[config.mk]
export PLATFORM = sky130hd
export DESIGN_NAME = irFrameTx
export DESIGN_NICKNAME = d
export VERILOG_FILES = /design/src/rtl/irTxPkg.sv /design/src/rtl/irTxDatapath.sv /design/src/rtl/irTxCtrl.sv /design/src/rtl/irFrameTx.sv
export SDC_FILE = /design/constraint.sdc
export NUM_CORES = 1
export LEC_CHECK = 0
export BUFFER_PORTS_ARGS = -buffer_cell sky130_fd_sc_hd__buf_2
export CORE_ASPECT_RATIO = 1.2
export CORE_MARGIN = 3
export CORE_UTILIZATION = 45
export CTS_BUF_LIST = sky130_fd_sc_hd__clkbuf_8
export CTS_CLUSTER_DIAMETER = 150
export CTS_CLUSTER_SIZE = 30
export DETAILED_ROUTE_END_ITERATION = 10
export GPL_TIMING_DRIVEN = 0
export HOLD_SLACK_MARGIN = 0.08
export PLACE_DENSITY_LB_ADDON = 0.1
export SYNTH_ARGS = -nofsm -noshare
export SYNTH_HDL_FRONTEND = slang
export SYNTH_SLANG_ARGS = --single-unit
[constraint.sdc]
create_clock -name clk -period 3.3 [get_ports clk]
set_input_delay 0.66 -clock clk [delete_from_list [all_inputs] [get_ports clk]]
set_output_delay 0.66 -clock clk [all_outputs]
set_load 0.01 [all_outputs]
[src/rtl/irTxPkg.sv]
package irTxPkg;
  localparam int BYTE_W = 8;
  localparam int CRC_W = 16;
  localparam logic [BYTE_W-1:0] FLAG_PATTERN = 8'h7E;
  localparam logic [CRC_W-1:0] CRC_POLY_REV = 16'h8408;
  localparam logic [CRC_W-1:0] CRC_SEED = 16'hFFFF;
  localparam int MIN_FLAGS = 2;

  typedef enum logic [2:0] {
    ST_IDLE, ST_OPEN, ST_DATA, ST_CRC, ST_CLOSE, ST_ABORT, ST_TAIL
  } txState_t;

  // strobes from control to datapath
  typedef struct packed {
    logic start;      // new frame: seed CRC, load flag, clear slot
    logic fetchOk;    // byte intake allowed in this phase
    logic crcShift;   // current unit is the check sequence
    logic emitUnit;   // send next bit of the current unit
    logic emitStuff;  // send an inserted zero
    logic emitConst;  // send constVal
    logic constVal;
    logic countOnes;  // emitted bit takes part in run counting
    logic crcUpd;     // emitted bit feeds the CRC
    logic loadFlag;
    logic loadByte;
  } txCtl_t;
endpackage

[src/rtl/irTxDatapath.sv]
module irTxDatapath
  import irTxPkg::*;
#(
  parameter int STUFF_RUN = 5
) (
  input  logic              clk,
  input  logic              rstN,
  input  txCtl_t            ctl,
  input  logic [BYTE_W-1:0] inData,
  input  logic              inValid,
  input  logic              inLast,
  output logic              inReady,
  output logic              txBit,
  output logic              unitEnd,
  output logic              stuffDue,
  output logic              bufFull,
  output logic              curLast
);
  localparam int POS_W = $clog2(CRC_W);
  localparam int ONES_W = $clog2(STUFF_RUN + 1);

  logic [BYTE_W-1:0] shReg, holdData;
  logic [CRC_W-1:0]  crc;
  logic [POS_W-1:0]  bitPos;
  logic [ONES_W-1:0] onesCnt;
  logic              holdLast, lastTaken, nextBit;

  assign inReady  = ctl.fetchOk && !bufFull && !lastTaken;
  assign stuffDue = (onesCnt == ONES_W'(STUFF_RUN));
  assign unitEnd  = (bitPos == (ctl.crcShift ? POS_W'(CRC_W-1) : POS_W'(BYTE_W-1)));
  assign nextBit  = ctl.crcShift ? ~crc[0] : shReg[0];

  always_ff @(posedge clk or negedge rstN) begin
    if (!rstN) begin
      shReg <= '0; holdData <= '0; crc <= CRC_SEED; bitPos <= '0;
      onesCnt <= '0; holdLast <= 1'b0; lastTaken <= 1'b0;
      bufFull <= 1'b0; curLast <= 1'b0; txBit <= 1'b0;
    end else begin
      if (ctl.start) begin
        crc <= CRC_SEED; lastTaken <= 1'b0; bufFull <= 1'b0;
        onesCnt <= '0; bitPos <= '0; shReg <= FLAG_PATTERN; curLast <= 1'b0;
      end
      if (inValid && inReady) begin
        holdData <= inData; holdLast <= inLast;
        bufFull <= 1'b1; lastTaken <= inLast;
      end
      if (ctl.emitStuff) begin
        txBit <= 1'b0;
        onesCnt <= '0;
      end
      if (ctl.emitConst) txBit <= ctl.constVal;
      if (ctl.emitUnit) begin
        txBit  <= nextBit;
        bitPos <= unitEnd ? '0 : bitPos + 1'b1;
        if (ctl.countOnes) onesCnt <= nextBit ? onesCnt + 1'b1 : '0;
        else onesCnt <= '0;
        if (ctl.crcUpd)
          crc <= (crc >> 1) ^ ((crc[0] ^ shReg[0]) ? CRC_POLY_REV : '0);
        else if (ctl.crcShift)
          crc <= crc >> 1;
        if (!ctl.crcShift) shReg <= shReg >> 1;
      end
      if (ctl.loadFlag) shReg <= FLAG_PATTERN;
      if (ctl.loadByte) begin
        shReg <= holdData; curLast <= holdLast; bufFull <= 1'b0;
      end
    end
  end

  // the run counter never passes the insertion threshold
  a_r3_run_limit: assert property (@(posedge clk) disable iff (!rstN)
    onesCnt <= ONES_W'(STUFF_RUN));
  // an inserted bit is a zero on the line
  a_r3_stuff_zero: assert property (@(posedge clk) disable iff (!rstN)
    ctl.emitStuff |=> !txBit);
  // a held byte survives until it is loaded or a frame restarts
  a_r5_hold_kept: assert property (@(posedge clk) disable iff (!rstN)
    (bufFull && !ctl.loadByte && !ctl.start) |=> (bufFull && $stable(holdData)));
endmodule

[src/rtl/irTxCtrl.sv]
module irTxCtrl
  import irTxPkg::*;
#(
  parameter int FLAG_W = 4,
  parameter int ABORT_LEN = 8
) (
  input  logic              clk,
  input  logic              rstN,
  input  logic              startReq,
  input  logic [FLAG_W-1:0] flagCount,
  input  logic              rateSel,
  input  logic              bitStrobe,
  input  logic              unitEnd,
  input  logic              stuffDue,
  input  logic              bufFull,
  input  logic              curLast,
  output txCtl_t            ctl,
  output logic              busy,
  output logic              lineRate
);
  localparam int ABORT_CW = $clog2(ABORT_LEN + 1);

  txState_t            state;
  logic [FLAG_W-1:0]   flagsLeft;
  logic [ABORT_CW-1:0] abortCnt;
  logic                rateQ, lastFlag;

  assign busy     = (state != ST_IDLE);
  assign lineRate = rateQ;
  assign lastFlag = (flagsLeft <= FLAG_W'(1));

  always_comb begin
    ctl = '0;
    ctl.fetchOk  = (state == ST_OPEN) || (state == ST_DATA);
    ctl.crcShift = (state == ST_CRC);
    unique case (state)
      ST_IDLE: begin
        if (startReq) ctl.start = 1'b1;
        else if (bitStrobe) ctl.emitConst = 1'b1;
      end
      ST_OPEN: if (bitStrobe) begin
        ctl.emitUnit = 1'b1;
        if (unitEnd && !lastFlag) ctl.loadFlag = 1'b1;
        if (unitEnd && lastFlag && bufFull) ctl.loadByte = 1'b1;
      end
      ST_DATA: if (bitStrobe) begin
        if (stuffDue) ctl.emitStuff = 1'b1;
        else begin
          ctl.emitUnit = 1'b1; ctl.countOnes = 1'b1; ctl.crcUpd = 1'b1;
          if (unitEnd && !curLast && bufFull) ctl.loadByte = 1'b1;
        end
      end
      ST_CRC: if (bitStrobe) begin
        if (stuffDue) ctl.emitStuff = 1'b1;
        else begin
          ctl.emitUnit = 1'b1; ctl.countOnes = 1'b1;
          if (unitEnd) ctl.loadFlag = 1'b1;
        end
      end
      ST_CLOSE: if (bitStrobe) begin
        if (stuffDue) ctl.emitStuff = 1'b1;
        else ctl.emitUnit = 1'b1;
      end
      ST_ABORT: if (bitStrobe) begin
        ctl.emitConst = 1'b1; ctl.constVal = 1'b1;
      end
      default: if (bitStrobe) ctl.emitConst = 1'b1;
    endcase
  end

  always_ff @(posedge clk or negedge rstN) begin
    if (!rstN) begin
      state <= ST_IDLE; flagsLeft <= '0; abortCnt <= '0; rateQ <= 1'b0;
    end else begin
      unique case (state)
        ST_IDLE: if (startReq) begin
          state <= ST_OPEN;
          flagsLeft <= (flagCount < FLAG_W'(MIN_FLAGS)) ? FLAG_W'(MIN_FLAGS) : flagCount;
          rateQ <= rateSel;
        end
        ST_OPEN: if (bitStrobe && unitEnd) begin
          if (!lastFlag) flagsLeft <= flagsLeft - 1'b1;
          else if (bufFull) state <= ST_DATA;
          else begin state <= ST_ABORT; abortCnt <= '0; end
        end
        ST_DATA: if (bitStrobe && !stuffDue && unitEnd) begin
          if (curLast) state <= ST_CRC;
          else if (!bufFull) begin state <= ST_ABORT; abortCnt <= '0; end
        end
        ST_CRC: if (bitStrobe && !stuffDue && unitEnd) state <= ST_CLOSE;
        ST_CLOSE: if (bitStrobe && !stuffDue && unitEnd) state <= ST_TAIL;
        ST_ABORT: if (bitStrobe) begin
          abortCnt <= abortCnt + 1'b1;
          if (abortCnt == ABORT_CW'(ABORT_LEN-1)) state <= ST_TAIL;
        end
        default: if (bitStrobe) state <= ST_IDLE;
      endcase
    end
  end

  // the captured flag count is never below the floor
  a_r2_min_flags: assert property (@(posedge clk) disable iff (!rstN)
    (state == ST_IDLE && startReq) |=> (flagsLeft >= FLAG_W'(MIN_FLAGS)));
  // the held rate does not move during a frame
  a_r7_rate_hold: assert property (@(posedge clk) disable iff (!rstN)
    busy |=> (!busy || $stable(rateQ)));
  // a start request while busy does not reload the flag counter upward
  a_r10_no_restart: assert property (@(posedge clk) disable iff (!rstN)
    (busy && startReq && state != ST_OPEN) |=> $stable(flagsLeft));
endmodule

[src/rtl/irFrameTx.sv]
module irFrameTx
  import irTxPkg::*;
#(
  parameter int FLAG_W = 4,
  parameter int ABORT_LEN = 8,
  parameter int STUFF_RUN = 5
) (
  input  logic              clk,
  input  logic              rstN,
  input  logic              startReq,
  input  logic [FLAG_W-1:0] flagCount,
  input  logic              rateSel,
  input  logic              bitStrobe,
  input  logic [BYTE_W-1:0] inData,
  input  logic              inValid,
  input  logic              inLast,
  output logic              inReady,
  output logic              txBit,
  output logic              txBusy,
  output logic              rxEnable
  ,output logic             lineRate
);
  txCtl_t ctl;
  logic unitEnd, stuffDue, bufFull, curLast;

  irTxCtrl #(.FLAG_W(FLAG_W), .ABORT_LEN(ABORT_LEN)) ctrlInst (
    .clk(clk), .rstN(rstN), .startReq(startReq), .flagCount(flagCount),
    .rateSel(rateSel), .bitStrobe(bitStrobe), .unitEnd(unitEnd),
    .stuffDue(stuffDue), .bufFull(bufFull), .curLast(curLast),
    .ctl(ctl), .busy(txBusy), .lineRate(lineRate));

  irTxDatapath #(.STUFF_RUN(STUFF_RUN)) dpInst (
    .clk(clk), .rstN(rstN), .ctl(ctl), .inData(inData), .inValid(inValid),
    .inLast(inLast), .inReady(inReady), .txBit(txBit), .unitEnd(unitEnd),
    .stuffDue(stuffDue), .bufFull(bufFull), .curLast(curLast));

  assign rxEnable = !txBusy;

  // intake is offered only inside a frame
  a_r6_ready_in_frame: assert property (@(posedge clk) disable iff (!rstN)
    inReady |-> txBusy);
  // the line moves only on a strobe
  a_r1_strobe_only: assert property (@(posedge clk) disable iff (!rstN)
    !bitStrobe |=> $stable(txBit));
endmodule

==> run metrics, run 1 <==
Synth cell types 68; Detailed Route WL 6.39 mm; flops & latches, synth 56; HP Class reg -> reg; crit-path leading delay family simple AND/OR/NAND/NOR gates; max-capacitance violation count 0; CTS H-tree lvls 2; Placement Setup Slack 0.980 ns; CTS Sinks 56; Area Overhead vs Synth 9.82%; post-CTS resize count 0; CORE AREA 6570 µm²; post-layout util 0.520; starting DRC count in detailed routing 96; Hold Buf Count CTS 0; RSZ-0062 raised after global routing false; die footprint 7950 µm²; post-route insts no fill 408; Pwr Density 806 nW/µm²; Initial Util 0.474; cells along the critical path buf_4, nor2b_1, nor2_1, nor4_2, buf_2; Top Ports 24; Max Root-Sink Buffers 2; num rows 32; Final Hold Fails 0; Setup Buffers After CTS 0; footprint of the multi-input gates 1560 µm²; status completed; dominant synthesized flop cell dfrtp_1; yosys warns 0; critical path class reg -> out; top achievable clock speed 408 MHz; antenna diode count 0; clock root buffer clkbuf_8; Lkg Pwr 1.48 nW; Storage cell area 1420 µm²; Post-synth ARST share 1.00; Antenna Nets Post-Route 0; Synth Instances 293; CP arrival 1.79 ns; vias in the first global route 2347; Setup TNS 0 ns; crit share post-route 0.742; worst skew pair latency 0.31 ns; Slowest cell on crit path nor2b_1; largest area contributor in the netlist dfrtp_1; final setup fails 0; Commonest cells post-synth dfrtp_1 (40), nand2_1 (23), o21ai_0 (22), o22a_1 (21), dfstp_2 (16); Rel. slew slack 0.196; GRT Overall Usage 0.178; initial antenna violation count 0; DR vias 2308; Final Total Pwr 2.75 mW; syn_nets 318; largest net degree at the start of global routing 57; TritonCTS buffer count 5; Final Wtd Congestion 0.953; startpoint types register; Final WS setup 0.852 ns; DRT Pass-1 Iters 4; crit path time final 2.45 ns; DRC 0; Post-Syn Area per Cell 10.6 µm²; Fillers 641; leading cell types by total area after synthesis dfrtp_1 (32%), dfstp_2 (14%), o22a_1 (5.9%); chip height 97.1 µm; clock skew 0.00905 ns; synthesized area 3110 µm²; Max rail drop VDD 0.314 mV; Buf/Inv on CP 2; Routed wire per std cell 15.7 µm; vias per cell 5.66; IO buf count 22; post-placement cell count 400; share of cells above drive strength 1 0.263; Seq/Total Area, Yosys 0.457; count leader, synth dfrtp_1; max incr delay on CP 0.38 ns; Req. time, crit path 2.64 ns; die width 81.9 µm; Max Transition Viols Final 0; CTS tree done; actual slew at the worst max-slew pin 1.21 ns; number of synthesized flops with an enable pin 0; CP max FO 10; Final nets 347; r2r setup slk 1.08 ns; area share of the largest cell type after synthesis 0.322; first-pass GRT wire length 11.4 mm; dpl hpwl 4.65 mm; grt total ovfl 0; CP Capture Type output port; Clock transition at path regs 0.11 ns
[layout by cell type, fill, tap and decap left out, types with 3 or more instances in the layout]
cell and n:
o31ai_1 6, mux2i_1 6, nand2_1 23, a21oi_1 4
buf_2 27, nor2_1 11, o21ai_0 22, mux2_2 14
clkbuf_1 3, nor2b_1 5, clkbuf_8 5, nand3_1 4
ha_1 6, dfstp_2 16, nand2b_1 9, xnor2_1 3
buf_4 5, inv_1 14, dfrtp_1 40, nor3_1 7
and2_1 5, o22a_1 21, and3_1 3, o21ai_1 4
[cells by family (layout without fill, tap and decap cells)]
group | after synthesis | count (layout) | share of synthesized area
fa+ha+maj | 6 | 6 | 0.0241
xor+xnor | 4 | 4 | 0.0137
flops | 56 | 56 | 0.457
compound gates | 89 | 89 | 0.220
buf+inv | 27 | 57 | 0.0430
mux | 22 | 22 | 0.0772
simple gates | 89 | 89 | 0.165
[final cells by class]
cell class | instances | share of cell area
plain buffers | 14 | 0.0249
clock buffers | 5 | 0.0201
clock inverters | 3 | 0.00586
inverters | 13 | 0.0143
multi-input cells | 210 | 0.455
flip-flops and latches | 56 | 0.416
well taps | 85 | 0.0311
repair buffers | 22 | 0.0322
[where the power goes]
part	internal (mW)	switching, mW	leakage (nW)	total (mW)
clock network	0.149	0.233	0.0455	0.381
logic	0.564	0.620	0.765	1.18
registers	1.00	0.183	0.671	1.19
total	1.72	1.03	1.48	2.75
[flip-flops by register name (all words and copies together) (netlist names)]
| register | cells |
|---|---|
| dpInst.crc | 16 |
| dpInst.holdData | 8 |
| dpInst.shReg | 8 |
| ctrlInst.abortCnt | 4 |
| ctrlInst.flagsLeft | 4 |
| dpInst.bitPos | 4 |
| ctrlInst.state | 3 |
| dpInst.onesCnt | 3 |
| ctrlInst.lineRate | 1 |
| dpInst.bufFull | 1 |
| dpInst.curLast | 1 |
| dpInst.holdLast | 1 |
| dpInst.lastTaken | 1 |
| dpInst.txBit | 1 |
[worst paths after layout]
path / start / end / depth (start not counted)
min in group asynchronous: rstN / dpInst.txBit / 1
max in group asynchronous: rstN / dpInst.holdData[7] / 1
min: ctrlInst.abortCnt[3] / ctrlInst.abortCnt[3] / 1
max reg2reg: ctrlInst.flagsLeft[0] / dpInst.curLast / 8
min reg2reg: ctrlInst.abortCnt[3] / ctrlInst.abortCnt[3] / 1
max: ctrlInst.state[0] / inReady / 5
[per-stage QoR]
stage / hold WS (ns) / area (µm²)
floorplan: 0.364 / 3110
global placement: 0.477 / 3330
detailed placement: 0.486 / 3330
CTS: 0.505 / 3420
global route: 0.526 / 3420
finish: 0.506 / 3420
[per-layer routing]
metal / part of all wire / track usage / routed length (µm) / vias up
li1: - / - / - / 1141
met4: 0.011 / 0.0460 / 68 / 0
met1: 0.46 / 0.245 / 2960 / 1117
met3: 0.033 / 0.0241 / 211 / 7
met5: 0 / 0 / 0 / -
met2: 0.49 / 0.291 / 3150 / 43
(Power assumes the default switching activity.)
==> inputs of run 2 (changes only) <==
==> constraint.sdc (replaced) <==
create_clock -name clk -period 2 [get_ports clk]
set_input_delay 0.4 -clock clk [delete_from_list [all_inputs] [get_ports clk]]
set_output_delay 0.4 -clock clk [all_outputs]
set_load 0.01 [all_outputs]
==> run 2 against run 1 <==
  * Hold slack got worse by 0.21 ns
  * Combinational power increased by 100%
  * Routed wire length increased by 8.0%
  * Register-to-register slack got worse by 1.1 ns
==> run metrics, run 2 (same netlist as run 1, synthesis figures left out) <==
die width 81.9 µm (unchanged); Final Hold Fails 0 (unchanged); depth of the most critical reg-to-reg path 6 (-2); Setup crit end ctrlInst.state[2]; Final WS setup 0.0214 ns (-0.830 ns); Routed wire per std cell 16.2 µm (+3.4%); HP Class in -> reg; die footprint 7950 µm² (unchanged); worst r2r src ctrlInst.state[1]; RR Endpoint ctrlInst.state[2]; CTS tree done; Area Overhead vs Synth 21.2%; footprint of the multi-input gates 1740 µm² (+12%); Req. time, crit path 2.24 ns (-0.40 ns); top achievable clock speed 505 MHz; crit path time final 1.98 ns; clock root buffer clkbuf_8; chip height 97.1 µm (unchanged); crit share post-route 0.989; Lkg Pwr 1.61 nW (+8.7%); commonest non-fill, non-tap cell in the layout dfrtp_1; Placement Setup Slack -0.213 ns (-1.19 ns); number of flip-flops under the largest register name 16 (unchanged); Max Transition Viols Final 0 (unchanged); Final Wtd Congestion 0.953 (unchanged); Hold Buf Count CTS 0 (unchanged); hold slack 0.300 ns (-0.206 ns); DRC 0 (unchanged); vias per cell 5.71 (+1.0%); post-placement cell count 400 (unchanged); share of cells above drive strength 1 0.378 (+0.115); Clock transition at path regs 0.10 ns (about the same); placed cell area 3330 µm² (unchanged); antenna diode count 0 (unchanged); Top Ports 24 (unchanged); critical path class reg -> reg; TritonCTS buffer count 5 (unchanged); worst skew pair latency 0.31 ns (about the same); CP Capture Type register; IO buf count 22 (unchanged); startpoint types register; Biggest register dpInst.crc; CTS Sinks 56 (unchanged); post-route insts no fill 426 (+4.4%); Storage cell area 1420 µm² (about the same); Rel. slew slack 0.177 (-0.0193); Pwr Density 1320 nW/µm² (+64%); Max rail drop VDD 0.521 mV (+66%); actual slew at the worst max-slew pin 1.23 ns (+0.0289 ns); max-capacitance violation count 0 (unchanged); RSZ-0062 raised after global routing true; initial antenna violation count 0 (unchanged); starting DRC count in detailed routing 108 (+13%); status completed; CTS H-tree lvls 2 (unchanged); CP arrival 2.22 ns (+0.43 ns); Detailed Route WL 6.90 mm (+8.0%); CP max FO 10 (unchanged); final setup fails 0 (unchanged); largest net degree at the start of global routing 57 (unchanged); top flop regs dpInst.crc (16), dpInst.holdData (8), dpInst.shReg (8); CORE AREA 6570 µm² (unchanged); fin area 3770 µm² (+10%); CP startpoint ctrlInst.state[1]; first-pass GRT wire length 11.6 mm (+2.4%); DRT Pass-1 Iters 5 (+1); vias in the first global route 2370 (+0.98%); DR vias 2434 (+5.5%); dpl hpwl 4.65 mm (unchanged); Fillers 596 (-7.0%); Final Total Pwr 4.99 mW (+81%); num rows 32 (unchanged); r2r setup slk 0.02 ns (-1.06 ns); Initial Util 0.474 (unchanged); grt total ovfl 0 (unchanged); Antenna Nets Post-Route 0 (unchanged); Final nets 365 (+5.2%); most frequent cells in the layout dfrtp_1 (39), buf_2 (26), o21ai_0 (22); clock skew 0.00841 ns (-0.000636 ns); GRT Overall Usage 0.183 (+0.00493); Max Root-Sink Buffers 2 (unchanged)
## run 2: power by group
group / total (mW) / switching [mW] / internal [mW]
combinational: 2.37 / 1.19 / 1.18
clock: 0.629 / 0.384 / 0.245
sequential: 1.98 / 0.326 / 1.66
## run 2: worst min path at each step
stage,to,startpoint,cells after the start
floorplan,ctrlInst.abortCnt[0],rstN,0
global placement,ctrlInst.abortCnt[3],ctrlInst.abortCnt[3],1
detailed placement,ctrlInst.abortCnt[3],ctrlInst.abortCnt[3],1
CTS,dpInst.holdData[0],inData[0],2
global route,dpInst.holdData[0],inData[0],2
finish,dpInst.holdData[0],inData[0],2
## run 2: cell type report
type	instances	share of cell area
Tap cell	85	0.0282
Multi-Input combinational cell	210	0.461
Buffer	14	0.0315
Timing Repair Buffer	40	0.0644
Inverter	13	0.0139
Clock buffer	5	0.0183
Clock inverter	3	0.00531
Sequential cell	56	0.377
## run 2: routing by layer
metal  track usage  up-vias  share of wire  routed length, µm
li1              -     1183              -                  -
met1         0.250     1191           0.45               3090
met2         0.304       50           0.50               3460
met3        0.0223       10          0.036                246
met4        0.0448        0          0.014                 97
met5             0        -              0                  0
## run 2: metrics by stage
stage,utilization,setup TNS (ns)
after floorplan,-,0
after global placement,0.507,-2.91
after detailed placement,0.507,-3.11
after CTS,0.540,0
after global routing,0.574,-0.140
final,0.574,0
## run 2: repair_timing
| action | 4_1_cts | 5_1_grt |
|---|---|---|
| gates resized for setup | 21 | 31 |
| pin swaps | 4 | 9 |
| gates cloned | 0 | 1 |
| setup buffers | 5 | 12 |
| endpoints found under the setup margin | 30 | 33 |
| endpoints found under the hold margin | 0 | 0 |
## run 2: worst max-delay path, stage by stage, from the launching register on
cell and delay (ns):
dfrtp_1 0.41, buf_6 0.16, nor2_1 0.23, o221a_4 0.25
o311ai_4 0.12, or4_4 0.55, a22oi_2 0.18
==> inputs of run 3 (changes only) <==
==> constraint.sdc (replaced) <==
create_clock -name clk -period 2.4 [get_ports clk]
set_input_delay 0.48 -clock clk [delete_from_list [all_inputs] [get_ports clk]]
set_output_delay 0.48 -clock clk [all_outputs]
set_load 0.01 [all_outputs]
==> run 3 against run 2 <==
  * Worst setup slack gained 0.19 ns
  * Register-to-register slack better by 0.19 ns
  * Via count is 5.0% lower
  * Sequential power down 18%
==> run metrics, run 3 (same netlist as run 1, synthesis figures left out) <==
status completed; depth of the most critical reg-to-reg path 6 (unchanged); Detailed Route WL 6.42 mm (-7.0%); max-capacitance violation count 0 (unchanged); Max rail drop VDD 0.432 mV (-17%); Area Overhead vs Synth 9.98%; CP max FO 5 (-5); grt total ovfl 0 (unchanged); Req. time, crit path 2.63 ns (+0.39 ns); CP arrival 2.42 ns (+0.20 ns); Setup TNS 0 ns (unchanged); CORE AREA 6570 µm² (unchanged); GRT Overall Usage 0.178 (-0.00493); HP Class in -> reg; Top Ports 24 (unchanged); CP Capture Type register; Rel. slew slack 0.194 (+0.0172); die width 81.9 µm (unchanged); DR vias 2312 (-5.0%); initial antenna violation count 0 (unchanged); Switching Share 0.376 (-0.00453); Lkg Pwr 1.48 nW (-7.8%); power share of the combinational group 0.431 (-0.045); part of the power in registers 0.431 (+0.033); Clk network pwr share 0.138 (+0.012); Final Hold Fails 0 (unchanged); fin area 3420 µm² (-9.3%); vias in the first global route 2347 (-0.97%); Final Wtd Congestion 0.953 (unchanged); Biggest register dpInst.crc; actual slew at the worst max-slew pin 1.21 ns (-0.0258 ns); largest net degree at the start of global routing 57 (unchanged); CTS H-tree lvls 2 (unchanged); die footprint 7950 µm² (unchanged); IO buf count 22 (unchanged); Max Transition Viols Final 0 (unchanged); Antenna Nets Post-Route 0 (unchanged); final setup fails 0 (unchanged); chip height 97.1 µm (unchanged); CTS Sinks 56 (unchanged); RSZ-0062 raised after global routing false; CTS tree done; number of flip-flops under the largest register name 16 (unchanged); Final nets 347 (-4.9%); cell internal pwr 2.36 mW (-23%); commonest non-fill, non-tap cell in the layout dfrtp_1; DRT Pass-1 Iters 4 (-1); Hold Buf Count CTS 0 (unchanged); worst skew pair latency 0.31 ns (about the same); dpl hpwl 4.65 mm (unchanged); Slowest cell on crit path or4_1; placed cell area 3330 µm² (unchanged); Clock transition at path regs 0.10 ns (about the same); first-pass GRT wire length 11.4 mm (-2.3%); crit path time final 2.19 ns (+0.214 ns); top flop regs dpInst.crc (16), dpInst.holdData (8), dpInst.shReg (8); Max Root-Sink Buffers 2 (unchanged); cells along the critical path ha_1, a21boi_2, o32a_1, o311ai_4, or4_1, a22oi_1; Initial Util 0.474 (unchanged); top achievable clock speed 456 MHz (-9.8%); antenna diode count 0 (unchanged); DRC 0 (unchanged); Sw Pwr 1.43 mW (-25%); starting DRC count in detailed routing 123 (+14%); clock root buffer clkbuf_8; startpoint types register; Final Total Pwr 3.79 mW (-24%); share of cells above drive strength 1 0.269 (-0.109); crit share post-route 0.914 (-0.0756); max incr delay on CP 0.53 ns (-0.02 ns); clock skew 0.00868 ns (+0.000265 ns); Pwr Density 1110 nW/µm² (-16%); most frequent cells in the layout dfrtp_1 (40), buf_2 (27), nand2_1 (23); critical path class reg -> reg; TritonCTS buffer count 5 (unchanged); vias per cell 5.67 (-0.82%); Hold Path Stages 2 (unchanged); Routed wire per std cell 15.7 µm (-2.9%); num rows 32 (unchanged)
run 3: cell types whose count changed in the layout (fill, tap and decap cells not counted), sizes merged:
cell	delta
buf	-19
clkinvlp	-1
clkbuf	+1
inv	+1
run 3: power by group through the flow:
stage,registers [mW],logic (mW),clock network [mW]
2_1_floorplan,1.59,1.30,0
3_3_place_gp,1.65,1.60,0
3_5_place_dp,1.65,1.64,0
4_1_cts,1.64,1.64,0.542
5_1_grt,1.68,1.85,0.573
6_report,1.63,1.63,0.525
run 3: timing repair:
item / CTS / global route
setup endpoints to repair: 0 / 4
buffers inserted: 0 / 0
gates resized for setup: 0 / 4
run 3: worst paths after layout:
path | from | to | slack (ns)
setup / recovery | dpInst.onesCnt[0] | ctrlInst.state[2] | 0.21
min in group asynchronous | rstN | dpInst.bitPos[3] | 0.42
setup reg to reg | dpInst.onesCnt[0] | ctrlInst.state[2] | 0.21
hold / removal | inData[0] | dpInst.holdData[0] | 0.38
max in group asynchronous | rstN | dpInst.holdData[7] | 1.25
hold reg to reg | ctrlInst.abortCnt[3] | ctrlInst.abortCnt[3] | 0.50
run 3: through the flow:
stage               instances  hold WS, ns  utilization  setup slack (ns)
detailed placement        400        0.486        0.507             0.187
global placement          400        0.477        0.507             0.163
CTS                       408        0.379        0.520             0.131
finish                    408        0.380        0.521             0.207
floorplan                 293        0.184            -             0.438
global route              408        0.379        0.521            0.0104
run 3: final cells by class:
| cell class | instances | area [µm²] |
|---|---|---|
| repair buffers | 22 | 110 |
| fillers | 640 | 3150 |
| flip-flops and latches | 56 | 1420 |
| multi-input cells | 210 | 1560 |
| plain buffers | 14 | 86.3 |
| well taps | 85 | 106 |
| clock inverters | 3 | 20.0 |
| clock buffers | 5 | 68.8 |
| inverters | 13 | 48.8 |
run 3: worst max-delay path: cells and delay by family, from the launching register on:
family,cells,cell delay [ns]
flip-flops,1,0.42
AO/OA/AOI/OAI,4,0.91
AND/OR/NAND/NOR,1,0.53
adder cells (fa/ha/maj),1,0.25
run 3: per-layer routing:
layer  GRT usage  up-vias  routed length (µm)
li1            -     1140                   -
met1       0.245     1112                2970
met2       0.291       50                3130
met3      0.0241       10                 248
met4      0.0460        0                  70
met5           0        -                   0
